**config.mk**
```make
export PLATFORM = sky130hd
export DESIGN_NAME = softstart_seq
export DESIGN_NICKNAME = d
export VERILOG_FILES = /design/src/rtl/sst_pkg.sv /design/src/rtl/sst_interval_timer.sv /design/src/rtl/sst_conduct_latch.sv /design/src/rtl/sst_level_stepper.sv /design/src/rtl/softstart_seq.sv
export SDC_FILE = /design/constraint.sdc
export NUM_CORES = 1
export LEC_CHECK = 0
export BUFFER_PORTS_ARGS = -buffer_cell sky130_fd_sc_hd__buf_2
export CAP_MARGIN = 20
export CORE_AREA = 2 2 39 41
export DETAILED_ROUTE_END_ITERATION = 16
export DIE_AREA = 0 0 41 43
export RECOVER_POWER = 50
export SLEW_MARGIN = 10
export SYNTH_ARGS = -nofsm -noshare
export SYNTH_HDL_FRONTEND = slang
export SYNTH_SLANG_ARGS = --single-unit
```
**constraint.sdc**
```tcl
create_clock -name clk -period 1.9 [get_ports clk]
set_input_delay 0.19 -clock clk [delete_from_list [all_inputs] [get_ports clk]]
set_output_delay 0.19 -clock clk [all_outputs]
set_load 0.02 [all_outputs]
```
**src/rtl/sst_pkg.sv**
```systemverilog
package sst_pkg;

  localparam int unsigned SST_INIT_LEVEL = 1;

  // width able to hold the initial level plus every step
  function automatic int sst_lvl_width(input int steps);
    return $clog2(steps + 2);
  endfunction

  // width of a counter that reaches n-1
  function automatic int sst_cnt_width(input int n);
    return (n > 1) ? $clog2(n) : 1;
  endfunction

endpackage

```
**src/rtl/sst_interval_timer.sv**
```systemverilog
module sst_interval_timer #(
  parameter int TICKS_PER_STEP = 2
) (
  input  logic clk,
  input  logic rst_n,
  input  logic run,
  input  logic ms_tick,
  input  logic step,
  output logic due
);
  localparam int CNT_W = sst_pkg::sst_cnt_width(TICKS_PER_STEP);
  localparam logic [CNT_W-1:0] LAST = CNT_W'(TICKS_PER_STEP - 1);

  logic [CNT_W-1:0] cnt_q, cnt_d;
  logic             due_q, due_d;
  logic             cnt_en;

  always_comb begin
    cnt_d  = cnt_q;
    due_d  = due_q;
    cnt_en = 1'b0;
    if (!run) begin
      cnt_d  = '0;
      due_d  = 1'b0;
      cnt_en = 1'b1;
    end else if (step) begin
      cnt_d  = '0;
      due_d  = 1'b0;
      cnt_en = 1'b1;
    end else if (ms_tick && !due_q) begin
      cnt_en = 1'b1;
      if (cnt_q == LAST) begin
        cnt_d = '0;
        due_d = 1'b1;
      end else begin
        cnt_d = cnt_q + 1'b1;
      end
    end
  end

  always_ff @(posedge clk or negedge rst_n) begin
    if (!rst_n) begin
      cnt_q <= '0;
      due_q <= 1'b0;
    end else if (cnt_en) begin
      cnt_q <= cnt_d;
      due_q <= due_d;
    end
  end

  assign due = due_q;

  // count never passes the last tick of an interval
  p_cnt_bound_r4: assert property (@(posedge clk) disable iff (!rst_n)
    cnt_q <= LAST);

  // an ended interval stays ended until a step or disable
  p_due_hold_r4: assert property (@(posedge clk) disable iff (!rst_n)
    (due_q && run && !step) |=> due_q);

  // disable discards interval progress
  p_due_clear_r7: assert property (@(posedge clk) disable iff (!rst_n)
    !run |=> (!due_q && cnt_q == '0));

endmodule

```
**src/rtl/sst_conduct_latch.sv**
```systemverilog
module sst_conduct_latch (
  input  logic clk,
  input  logic rst_n,
  input  logic run,
  input  logic led_on,
  input  logic step,
  output logic seen
);
  logic seen_q, seen_d;

  always_comb begin
    if (!run || step) seen_d = 1'b0;
    else              seen_d = seen_q | led_on;
  end

  always_ff @(posedge clk or negedge rst_n) begin
    if (!rst_n) seen_q <= 1'b0;
    else        seen_q <= seen_d;
  end

  assign seen = seen_q;

  // a step consumes the conduction record
  p_seen_consumed_r5: assert property (@(posedge clk) disable iff (!rst_n)
    step |=> !seen_q);

  // nothing is recorded while disabled
  p_seen_idle_r9: assert property (@(posedge clk) disable iff (!rst_n)
    !run |=> !seen_q);

endmodule

```
**src/rtl/sst_level_stepper.sv**
```systemverilog
module sst_level_stepper #(
  parameter int NUM_STEPS = 8,
  parameter int LVL_W     = 4
) (
  input  logic             clk,
  input  logic             rst_n,
  input  logic             run,
  input  logic             due,
  input  logic             seen,
  output logic             step,
  output logic [LVL_W-1:0] level,
  output logic             done
);
  localparam logic [LVL_W-1:0] INIT_L = LVL_W'(sst_pkg::SST_INIT_LEVEL);
  localparam logic [LVL_W-1:0] TOP_L  = LVL_W'(sst_pkg::SST_INIT_LEVEL + NUM_STEPS);
  localparam logic [LVL_W-1:0] PRE_L  = LVL_W'(sst_pkg::SST_INIT_LEVEL + NUM_STEPS - 1);

  logic [LVL_W-1:0] lvl_q, lvl_d;
  logic             done_q, done_d;
  logic             upd_en;

  assign step = run && due && seen && !done_q;

  always_comb begin
    lvl_d  = lvl_q;
    done_d = done_q;
    upd_en = 1'b0;
    if (!run) begin
      lvl_d  = INIT_L;
      done_d = 1'b0;
      upd_en = 1'b1;
    end else if (step) begin
      lvl_d  = lvl_q + 1'b1;
      done_d = (lvl_q == PRE_L);
      upd_en = 1'b1;
    end
  end

  always_ff @(posedge clk or negedge rst_n) begin
    if (!rst_n) begin
      lvl_q  <= INIT_L;
      done_q <= 1'b0;
    end else if (upd_en) begin
      lvl_q  <= lvl_d;
      done_q <= done_d;
    end
  end

  assign level = lvl_q;
  assign done  = done_q;

  // level within the legal code range
  p_level_range_r2: assert property (@(posedge clk) disable iff (!rst_n)
    (lvl_q >= INIT_L) && (lvl_q <= TOP_L));

  // during a run the level moves only upward by one
  p_step_one_r3: assert property (@(posedge clk) disable iff (!rst_n)
    (run && $past(run) && lvl_q != $past(lvl_q)) |-> (lvl_q == $past(lvl_q) + 1'b1));

  // a rise is preceded by recorded conduction and an ended interval
  p_gated_rise_r5: assert property (@(posedge clk) disable iff (!rst_n)
    (run && $past(run) && lvl_q != $past(lvl_q)) |-> ($past(seen) && $past(due)));

  // disable returns to the initial level
  p_restart_r7: assert property (@(posedge clk) disable iff (!rst_n)
    !run |=> (lvl_q == INIT_L && !done_q));

  // completion flag and full-scale level coincide
  p_done_top_r8: assert property (@(posedge clk) disable iff (!rst_n)
    done_q == (lvl_q == TOP_L));

endmodule

```
**src/rtl/softstart_seq.sv**
```systemverilog
module softstart_seq #(
  parameter int TICKS_PER_STEP = 2,
  parameter int NUM_STEPS      = 8,
  parameter int LVL_W          = sst_pkg::sst_lvl_width(NUM_STEPS)
) (
  input  logic             clk,
  input  logic             rst_n,
  input  logic             led_en,
  input  logic             led_on,
  input  logic             ms_tick,
  output logic [LVL_W-1:0] ilim_level,
  output logic             ilim_done
);
  logic due, seen, step;

  sst_interval_timer #(.TICKS_PER_STEP(TICKS_PER_STEP)) u_timer (
    .clk     (clk),
    .rst_n   (rst_n),
    .run     (led_en),
    .ms_tick (ms_tick),
    .step    (step),
    .due     (due)
  );

  sst_conduct_latch u_latch (
    .clk    (clk),
    .rst_n  (rst_n),
    .run    (led_en),
    .led_on (led_on),
    .step   (step),
    .seen   (seen)
  );

  sst_level_stepper #(.NUM_STEPS(NUM_STEPS), .LVL_W(LVL_W)) u_step (
    .clk   (clk),
    .rst_n (rst_n),
    .run   (led_en),
    .due   (due),
    .seen  (seen),
    .step  (step),
    .level (ilim_level),
    .done  (ilim_done)
  );

  // initial level while disabled
  p_idle_level_r1: assert property (@(posedge clk) disable iff (!rst_n)
    (!led_en && !$past(led_en)) |-> (ilim_level == LVL_W'(1) && !ilim_done));

  // completion holds while enabled
  p_done_sticky_r8: assert property (@(posedge clk) disable iff (!rst_n)
    (ilim_done && led_en) |=> ilim_done);

endmodule

```
==> reports/qor.tcl <==
set qor(reg2reg_slack_ps) 580
set qor(first_iter_violations) 14
set qor(vias) 317
set qor(antenna_left) 0
set qor(power.density_nw_per_um2) 720
set qor(clkSlewWorstSetupHoldPaths_ps) 60
set qor(total_power_uw) 360
set qor(gr-total-overflow) 0
set qor(n_antenna_cell) 0
set qor(first_pass_iters) 4
set qor(worst_r2r_startpoint) {u_step.level[0]$_DFFE_PN1P_}
set qor(insertion_delay_ps) 260
set qor(leakage_nw) 0.258
set qor(cts_inserted_buffers) 3
set qor(slew_headroom_pct) 70.9
set qor(finalInstanceArea_um2) 499
set qor(setup_total_negative_slack_ps) 0
set qor(synthesis.nets) 48
set qor(detailed_place_hpwl_um) 505
set qor(hold_start) {led_on}
set qor(maximum_number_of_pins_on_one_net_before_global_route_repair) 11
set qor(cts.path.max_buffers) 2
set qor(cp-end-kind) {flop}
set qor(cts.htree.levels) 1
set qor(ws_path_type) {flop to flop}
set qor(tritoncts) {yes}
set qor(worstHoldEndpoint) {u_latch.seen$_DFF_PN0_}
set qor(globalRouteTotalUtil_pct) 10.4
set qor(final-max-slew-violation-count) 0
set qor(cp-start-kind) {flop}
set qor(max_freq_mhz) 758
set qor(gp_congestion) 0.633
set qor(fp.dieW_um) 41
set qor(post-route-min-period_ps) 1320
set qor(grt_setup_unrepaired) {false}
set qor(synth_area_per_cell_um2) 10.1
set qor(syn2layout_area_growth_pct) 20.5
set qor(net_total_in_the_final_layout) 61
set qor(vdd_ir_drop_max_mv) 0.500
set qor(synth-warning-count) 0
set qor(floorplan.initialDensity_pct) 29.9
set qor(io-pin-count) 10
set qor(worst_r2r_path_depth) 4
set qor(antenna_found_initial) 0
set qor(vias_per_cell) 4.59
set qor(synth-seq-cells) 8
set qor(floorplan.core_area_um2) 1380
set qor(yosys-top-cells-area) {sky130_fd_sc_hd__dfrtp_1, sky130_fd_sc_hd__mux2i_1, sky130_fd_sc_hd__nand2_1, sky130_fd_sc_hd__dfstp_2, sky130_fd_sc_hd__ha_1}
set qor(synth_seq_area_share_pct) 48.6
set qor(finalClockSkew_ps) 7.20
set qor(grt_first_pass_wirelength_mm) 1.13
set qor(max_cap_violations) 0
set qor(most-common-layout-cells) {sky130_fd_sc_hd__nand2_1, sky130_fd_sc_hd__buf_2, sky130_fd_sc_hd__dfrtp_1}
set qor(worst_hold_path_type) {input port to flop}
set qor(cell_area_after_technology_mapping_um2) 414
set qor(cp_max_fo) 5
set qor(rows) 14
set qor(finalWirelength_um) 699
set qor(syn-instance-count) 41
set qor(status) {finished, final reports clean}
set qor(dieHeight_um) 43
set qor(final_layout_size_suffix_gt1_share_pct) 22.6
set qor(place.detailed.instances) 64
set qor(cts-root-buf) {sky130_fd_sc_hd__clkbuf_4}
set qor(final_min_period_over_clock_period_pct) 69.5
set qor(synth.top_cell.area_share_pct) 42.3
set qor(placement.cell_area_um2) 464
set qor(cts.sinks) 8
set qor(drt-wirelength-per-cell_um) 10.1
set qor(setup_viol) 0
set qor(die_area_um2) 1760
set qor(layoutNonFillerInstCount) 69
set qor(synth_top_area_cell) {sky130_fd_sc_hd__dfrtp_1}
set qor(fin_util_pct) 36.1
set qor(final-hold-violation-count) 0
set qor(worst_pin_slew_ps) 437
set qor(via_count_of_the_first_global_routing_pass) 253
set qor(cp_data_required_time_ps) 2040
set qor(netlist-cell-type-count) 20
set qor(worst_r2r_endpoint) {u_step.level[1]$_DFFE_PN0P_}
set qor(drt_drc_violations_left) 0
set qor(arr_time_crit_path_ps) 1460
set qor(hold-path-cell-count) 3
set qor(port_buffers) 9
[timing repair]
action | in CTS | in global routing
resized for setup | 0 | 0
setup endpoints to repair | 0 | 0
hold endpoints to repair | 7 | 0
hold buffers | 1 | 0
setup buffers | 0 | 0
[kinds of logic (layout without fill, tap and decap cells)]
| kind of cell | after synthesis | count (layout) | synth area share, % |
|---|---|---|---|
| DFF | 8 | 8 | 48.6 |
| AOI/OAI and AO/OA | 6 | 6 | 8.76 |
| and+or+nand+nor | 17 | 17 | 21.8 |
| muxes | 3 | 3 | 7.25 |
| buffers and inverters | 4 | 16 | 5.44 |
| xor gates and xnor gates | 1 | 1 | 2.12 |
| adders and majority gates | 2 | 2 | 6.04 |
[stage by stage]
step / hold slack [ps] / worst slack, ps
6_report: 205 / 580
5_1_grt: 209 / 527
4_1_cts: 200 / 577
3_5_place_dp: 47.9 / 590
3_3_place_gp: 48.8 / 606
2_1_floorplan: -106 / 541
[layer usage]
metal | part of all wire [%] | wire, um | GRT usage [%]
met5 | 0 | 0 | 0
met4 | 1.4 | 10 | 6.00
met3 | 7.6 | 53 | 7.85
met2 | 41 | 287 | 10.6
met1 | 50 | 348 | 14.8
[cells in the mapped netlist, drive strengths merged]
cell type and n:
xnor2 1, and4b 1, o22ai 1, and2 2, nand4b 1, inv 2
dfrtp 7, mux2i 3, nand4 1, dfstp 1, ha 2, nand2 8
o21ai 1, and3 1, a21oi 2, o21a 2, nand3 1, nor3 1
nor2b 1, buf 2
[how the worst max path moves through the flow]
| stage | from | endpoint | cells after the start |
|---|---|---|---|
| after floorplan | u_step.level[0]$_DFFE_PN1P_ | u_step.level[1]$_DFFE_PN0P_ | 4 |
| after global placement | u_step.level[0]$_DFFE_PN1P_ | u_step.level[1]$_DFFE_PN0P_ | 4 |
| after detailed placement | u_step.level[0]$_DFFE_PN1P_ | u_step.level[1]$_DFFE_PN0P_ | 4 |
| after CTS | u_step.level[0]$_DFFE_PN1P_ | u_step.level[1]$_DFFE_PN0P_ | 4 |
| after global routing | u_step.level[0]$_DFFE_PN1P_ | u_step.level[1]$_DFFE_PN0P_ | 4 |
| final | u_step.level[0]$_DFFE_PN1P_ | u_step.level[1]$_DFFE_PN0P_ | 4 |
[layout make-up]
| class | instances | area (um2) |
|---|---|---|
| Fill cell | 139 | 885 |
| Tap cell | 16 | 20.0 |
| Sequential cell | 8 | 201 |
| Inverter | 2 | 7.51 |
| Multi-Input combinational cell | 29 | 190 |
| Clock buffer | 4 | 26.3 |
| Timing Repair Buffer | 10 | 53.8 |
[state kept, by name, indices dropped and copies added (netlist names)]
name / cells
u_step.level: 4
u_latch.seen: 1
u_step.done: 1
u_timer.cnt_q: 1
u_timer.due: 1
[worst max-delay path, stage by stage (launching register included)]
cell	delay [ps]
sky130_fd_sc_hd__dfstp_2	560
sky130_fd_sc_hd__inv_1	60
sky130_fd_sc_hd__ha_1	270
sky130_fd_sc_hd__and3_1	140
sky130_fd_sc_hd__o21a_1	180
[where the power goes]
group	switching, mW	internal [mW]	leakage (nW)
Sequential	0.00808	0.178	0.105
Combinational	0.0167	0.0160	0.137
Clock	0.0608	0.0805	0.0150
Total	0.0855	0.274	0.258
Note: power is estimated with default switching activity, not from simulation.
